$ cat src/rtl/rle_pkg.sv
package rle_pkg;
    localparam int RLE_BYTE_W  = 8;
    localparam int RLE_FIELD_W = RLE_BYTE_W - 1;

    typedef enum logic [2:0] {
        ST_IDLE = 3'd0,  // no run open
        ST_HOLD = 3'd1,  // run open, still collecting
        ST_CNT  = 3'd2,  // presenting the count command
        ST_DAT  = 3'd3,  // presenting the run's data byte
        ST_ADR  = 3'd4   // presenting a channel command
    } rle_state_e;

    typedef struct packed {
        rle_state_e              st;
        logic [RLE_BYTE_W-1:0]   run_byte;
        logic [RLE_FIELD_W-1:0]  run_cnt;    // repeats beyond the first
        logic                    stg_vld;    // byte waiting behind the run
        logic [RLE_BYTE_W-1:0]   stg_byte;
        logic                    stg_close;  // waiting byte closes at once
    } rle_regs_t;
endpackage

$ cat src/rtl/rle_run_match.sv
module rle_run_match
    import rle_pkg::*;
#(
    parameter int RUN_LIMIT = 128
) (
    input  logic                   enable,
    input  logic [RLE_BYTE_W-1:0]  run_byte,
    input  logic [RLE_FIELD_W-1:0] run_cnt,
    input  logic [RLE_BYTE_W-1:0]  new_byte,
    output logic                   extend
);
    localparam logic [RLE_FIELD_W-1:0] CNT_TOP = RLE_FIELD_W'(RUN_LIMIT - 1);

    logic same_value;
    logic has_room;

    always_comb begin
        same_value = (new_byte == run_byte);
        has_room   = (run_cnt < CNT_TOP);
        extend     = enable && same_value && has_room;
    end
endmodule

$ cat src/rtl/rle_emit_mux.sv
module rle_emit_mux
    import rle_pkg::*;
(
    input  rle_state_e             st,
    input  logic [RLE_FIELD_W-1:0] run_cnt,
    input  logic [RLE_BYTE_W-1:0]  run_byte,
    input  logic [RLE_FIELD_W-1:0] chan_addr,
    output logic                   emit_valid,
    output logic [RLE_BYTE_W-1:0]  emit_data,
    output logic                   emit_cmd
);
    always_comb begin
        emit_valid = 1'b0;
        emit_data  = '0;
        emit_cmd   = 1'b0;
        unique case (st)
            ST_CNT: begin
                emit_valid = 1'b1;
                emit_data  = {1'b0, run_cnt};
                emit_cmd   = 1'b1;
            end
            ST_DAT: begin
                emit_valid = 1'b1;
                emit_data  = run_byte;
            end
            ST_ADR: begin
                emit_valid = 1'b1;
                emit_data  = {1'b1, chan_addr};
                emit_cmd   = 1'b1;
            end
            default: ;
        endcase
    end
endmodule

$ cat src/rtl/rle_compressor.sv
module rle_compressor
    import rle_pkg::*;
#(
    parameter int RUN_LIMIT = 128
) (
    input  logic                   clk,
    input  logic                   rst_n,
    input  logic                   compress_en,
    input  logic                   in_valid,
    output logic                   in_ready,
    input  logic [RLE_BYTE_W-1:0]  in_data,
    input  logic                   in_last,
    input  logic                   chan_req,
    input  logic [RLE_FIELD_W-1:0] chan_addr,
    output logic                   chan_ack,
    output logic                   out_valid,
    input  logic                   out_ready,
    output logic [RLE_BYTE_W-1:0]  out_data,
    output logic                   out_cmd
);
    localparam rle_regs_t REGS_RST = '{
        st: ST_IDLE, run_byte: '0, run_cnt: '0,
        stg_vld: 1'b0, stg_byte: '0, stg_close: 1'b0
    };

    rle_regs_t r_q, r_d;
    logic      extend;
    logic      close_in;
    logic      take;

    rle_run_match #(.RUN_LIMIT(RUN_LIMIT)) u_match (
        .enable   (compress_en),
        .run_byte (r_q.run_byte),
        .run_cnt  (r_q.run_cnt),
        .new_byte (in_data),
        .extend   (extend)
    );

    rle_emit_mux u_emit (
        .st         (r_q.st),
        .run_cnt    (r_q.run_cnt),
        .run_byte   (r_q.run_byte),
        .chan_addr  (chan_addr),
        .emit_valid (out_valid),
        .emit_data  (out_data),
        .emit_cmd   (out_cmd)
    );

    always_comb begin
        in_ready = ((r_q.st == ST_IDLE) && !chan_req) || (r_q.st == ST_HOLD);
        take     = out_valid && out_ready;
        chan_ack = (r_q.st == ST_ADR) && out_ready;
        close_in = in_last || !compress_en;
    end

    // Next state: one place, one struct.
    always_comb begin
        r_d = r_q;
        unique case (r_q.st)
            ST_IDLE: begin
                if (chan_req) begin
                    r_d.st = ST_ADR;
                end else if (in_valid) begin
                    r_d.run_byte = in_data;
                    r_d.run_cnt  = '0;
                    r_d.st       = close_in ? ST_DAT : ST_HOLD;
                end
            end
            ST_HOLD: begin
                if (in_valid) begin
                    if (extend) begin
                        r_d.run_cnt = r_q.run_cnt + 1'b1;
                        r_d.st      = in_last ? ST_CNT : ST_HOLD;
                    end else begin
                        r_d.stg_vld   = 1'b1;
                        r_d.stg_byte  = in_data;
                        r_d.stg_close = close_in;
                        r_d.st        = (r_q.run_cnt != '0) ? ST_CNT : ST_DAT;
                    end
                end
            end
            ST_CNT: begin
                if (take) r_d.st = ST_DAT;
            end
            ST_DAT, ST_ADR: begin
                if (take) begin
                    if ((r_q.st == ST_DAT) && chan_req) begin
                        r_d.st = ST_ADR;
                    end else if (r_q.stg_vld) begin
                        r_d.run_byte = r_q.stg_byte;
                        r_d.run_cnt  = '0;
                        r_d.stg_vld  = 1'b0;
                        r_d.st       = r_q.stg_close ? ST_DAT : ST_HOLD;
                    end else begin
                        r_d.st = ST_IDLE;
                    end
                end
            end
            default: r_d.st = ST_IDLE;
        endcase
    end

    always_ff @(posedge clk or negedge rst_n) begin
        if (!rst_n) r_q <= REGS_RST;
        else        r_q <= r_d;
    end
endmodule

$ cat config.mk
export PLATFORM = sky130hd
export DESIGN_NAME = rle_compressor
export DESIGN_NICKNAME = d
export VERILOG_FILES = /design/src/rtl/rle_pkg.sv /design/src/rtl/rle_run_match.sv /design/src/rtl/rle_emit_mux.sv /design/src/rtl/rle_compressor.sv
export SDC_FILE = /design/constraint.sdc
export NUM_CORES = 1
export LEC_CHECK = 0
export CAP_MARGIN = 20
export CORE_ASPECT_RATIO = 1.2
export CORE_MARGIN = 5
export CORE_UTILIZATION = 48
export DETAILED_ROUTE_END_ITERATION = 6
export GPL_ROUTABILITY_DRIVEN = 0
export PLACE_DENSITY = 0.77
export SLEW_MARGIN = 15
export SYNTH_ARGS = -nofsm -noshare
export SYNTH_HDL_FRONTEND = slang
export SYNTH_SLANG_ARGS = --single-unit
export TNS_END_PERCENT = 30
$ cat constraint.sdc
create_clock -name clk -period 1.7 [get_ports clk]
set_input_delay 0.34 -clock clk [delete_from_list [all_inputs] [get_ports clk]]
set_output_delay 0.34 -clock clk [all_outputs]
set_load 0.03 [all_outputs]
==> out/results.ini <==
[outcome]
status = finished with violations
failed_checks = negative setup slack

[global_route]
grt_pass1_wl_um = 10100
grt_use_total_pct = 24.5
grt_pass1_vias = 2079
grt_max_degree = 29
overflow = 0
antenna_found_initial = 0

[sta]
fmax_ghz = 0.539
finalSetupViolCount = 30
worst_slack_ns = -0.157
rsz0062_at_grt = yes
finalClockSkew_ns = 0.00573
relSlewSlack_pct = 75.4
tightest_slew_ns = 0.370
finalHoldViolCount = 0
min_period_over_period_pct = 109
maxSlewViolCount = 0
period_needed_ns = 1.86

[pwr]
ir_drop_v = 0.00120
p_per_area_mw_per_mm2 = 1800
p_leak_nw = 1.42

[setup_path]
cp_cell_sequence = nor2b_2 -> buf_6 -> a22oi_2 -> o21ai_2 -> buf_6
crit_path_max_fanout = 7
crit_type = flip-flop to primary output
endpoint_kind = primary output
crit_path_frequent_cell = buf_6
cp-start-kind = flip-flop
cpPeakStageDelay_ns = 0.48
crit_buf_inv = 2
critPathTopFamily = flip-flops
worstPathRequired_ns = 1.36
crit_slowest_cell = dfrtp_2
cp.arrival_ns = 1.52

[yosys]
syn_area_mm2 = 0.00192
ys_seq_area_share_pct = 36.5
syn_nets = 236
synth_cells = 212
synth_xor_area_share_pct = 3.65
yosys.area_share.simple_pct = 19.7
ys.warnings.count = 0
synth_ff_type = dfrtp_1
avgSynthCellArea_um2 = 9.05
async_flop_share_pct = 100
yosys_register_bits = 28
synth_top_family_by_area = compound AO/OA/AOI/OAI gates
yosysUniqueCellTypes = 52
synth_compound_area_share_pct = 24.0
synthAdderAreaFrac_pct = 1.30
synth_edf_count = 0
synthMuxAreaShare_pct = 11.0

[finish]
layout.nets = 327
fin_util_pct = 78.7
largest_reg_flops = 28
diodes = 0
layout_common_cells = 53 x buf_4, 24 x dfrtp_1, 18 x nand2_1, 18 x buf_6, 12 x clkdlybuf4s50_1
reg_top3 = r_q (28)
area_growth_pct = 60.2
fillCellCount = 269
mostFrequentLayoutCell = buf_4
multiInputGateArea_mm2 = 0.00137
layout-drive-gt1-share_pct = 45.2
regMostFlops = r_q
stdcell_count = 355
seqCellArea_um2 = 706

[clocking]
clkSinkCount = 28
cts.path.max_buffers = 2
cts-root-buf = clkbuf_8
clock_latency_ns = 0.27
h-tree-depth = 1
cts_tree = yes
path_clk_slew_ns = 0.10
cts_buffers = 3

[floorplan]
fp-row-count = 25
die_w_um = 67.7
pin_count = 34
start_util_pct = 49.1
core_mm2 = 0.00391
die_area_mm2 = 0.00537
fp.dieH_um = 79.3

[route]
ant_nets = 0
drtIter0Drc = 193
vias_per_cell = 5.76
wl_per_cell_um = 17.3
firstDrtPassIters = 4
drc = 0
wl_um = 6150
vias = 2045

[placement]
io_buffers = 33
hpwl_um = 4320
dp.cells = 338

[job]
cap_viol_max_count = 0

[worst_hold_path]
worstHoldPathType = input port to async pin

[power by group]
group / leakage, nW / switching (mW) / internal, mW
Sequential: 0.347 / 0.316 / 0.943
Combinational: 1.05 / 1.93 / 2.00
Clock: 0.0216 / 0.210 / 0.159
Total: 1.42 / 2.45 / 3.10
[synth_stat cells (all sizes together), types with 4 or more instances]
master | n | area [um2]
dfrtp | 28 | 701
nand2 | 24 | 90.1
o21ai | 23 | 115
mux2i | 11 | 110
a31oi | 10 | 62.6
mux2 | 9 | 101
xnor2 | 8 | 70.1
a22oi | 7 | 52.6
inv | 7 | 26.3
nand3 | 7 | 35.0
nor2 | 7 | 41.3
buf | 6 | 28.8
a21oi | 4 | 20.0
and3 | 4 | 25.0
clkbuf | 4 | 15.0
nor2b | 4 | 25.0
nor4 | 4 | 46.3
o21a | 4 | 30.0
[layer usage]
metal	part of all wire (%)	vias to the layer above	GRT usage (%)	wire (um)
li1	-	970	-	-
met1	43	997	32.0	2650
met2	52	66	42.6	3170
met3	3.7	12	2.40	228
met4	1.6	0	5.88	97
met5	0	-	0	0
[stage by stage]
stage	setup slack (ns)	TNS (ns)	power [mW]	area (um2)	hold WS, ns
6_report	-0.157	-2.26	5.55	3080	0.431
5_1_grt	-0.208	-4.82	5.87	3080	0.475
4_1_cts	-0.134	-2.06	5.27	2990	0.449
3_5_place_dp	-0.500	-10.76	4.31	2680	0.496
3_3_place_gp	-0.460	-9.88	4.24	2680	0.489
2_1_floorplan	-0.0522	-0.186	3.05	1960	0.0444
[timing repair]
item / 4_1_cts / 5_1_grt
setup endpoints to repair: 39 / 39
gates resized for setup: 64 / 13
hold buffers: 0 / 0
buffers inserted: 9 / 5
pin swaps: 14 / 5
[path summary, 6_finish.rpt]
| kind | startpoint | end | slack (ns) | cells past startpoint |
|---|---|---|---|---|
| setup / recovery | r_q[26] | out_data[4] | -0.16 | 5 |
| hold / removal | rst_n | r_q[12] | 0.43 | 2 |
| setup reg to reg | r_q[27] | r_q[11] | -0.11 | 7 |
| hold reg to reg | r_q[1] | r_q[1] | 0.51 | 1 |
| max in group asynchronous | rst_n | r_q[27] | 0.97 | 2 |
| min in group clk | r_q[1] | r_q[1] | 0.51 | 1 |
[cell families (layout without fill, tap and decap cells)]
group | count (synthesis) | in the layout
buf+inv | 18 | 107
xor+xnor | 8 | 8
simple gates | 67 | 67
compound gates | 69 | 69
fa+ha+maj | 2 | 2
mux | 20 | 20
flops | 28 | 28
[cell type report]
cell class | count | share of cell area (%)
Multi-Input combinational cell | 166 | 44.4
Timing Repair Buffer | 96 | 28.1
Sequential cell | 28 | 22.9
Tap cell | 54 | 2.20
Clock buffer | 3 | 1.34
Inverter | 8 | 1.06
(Power assumes the default switching activity.)
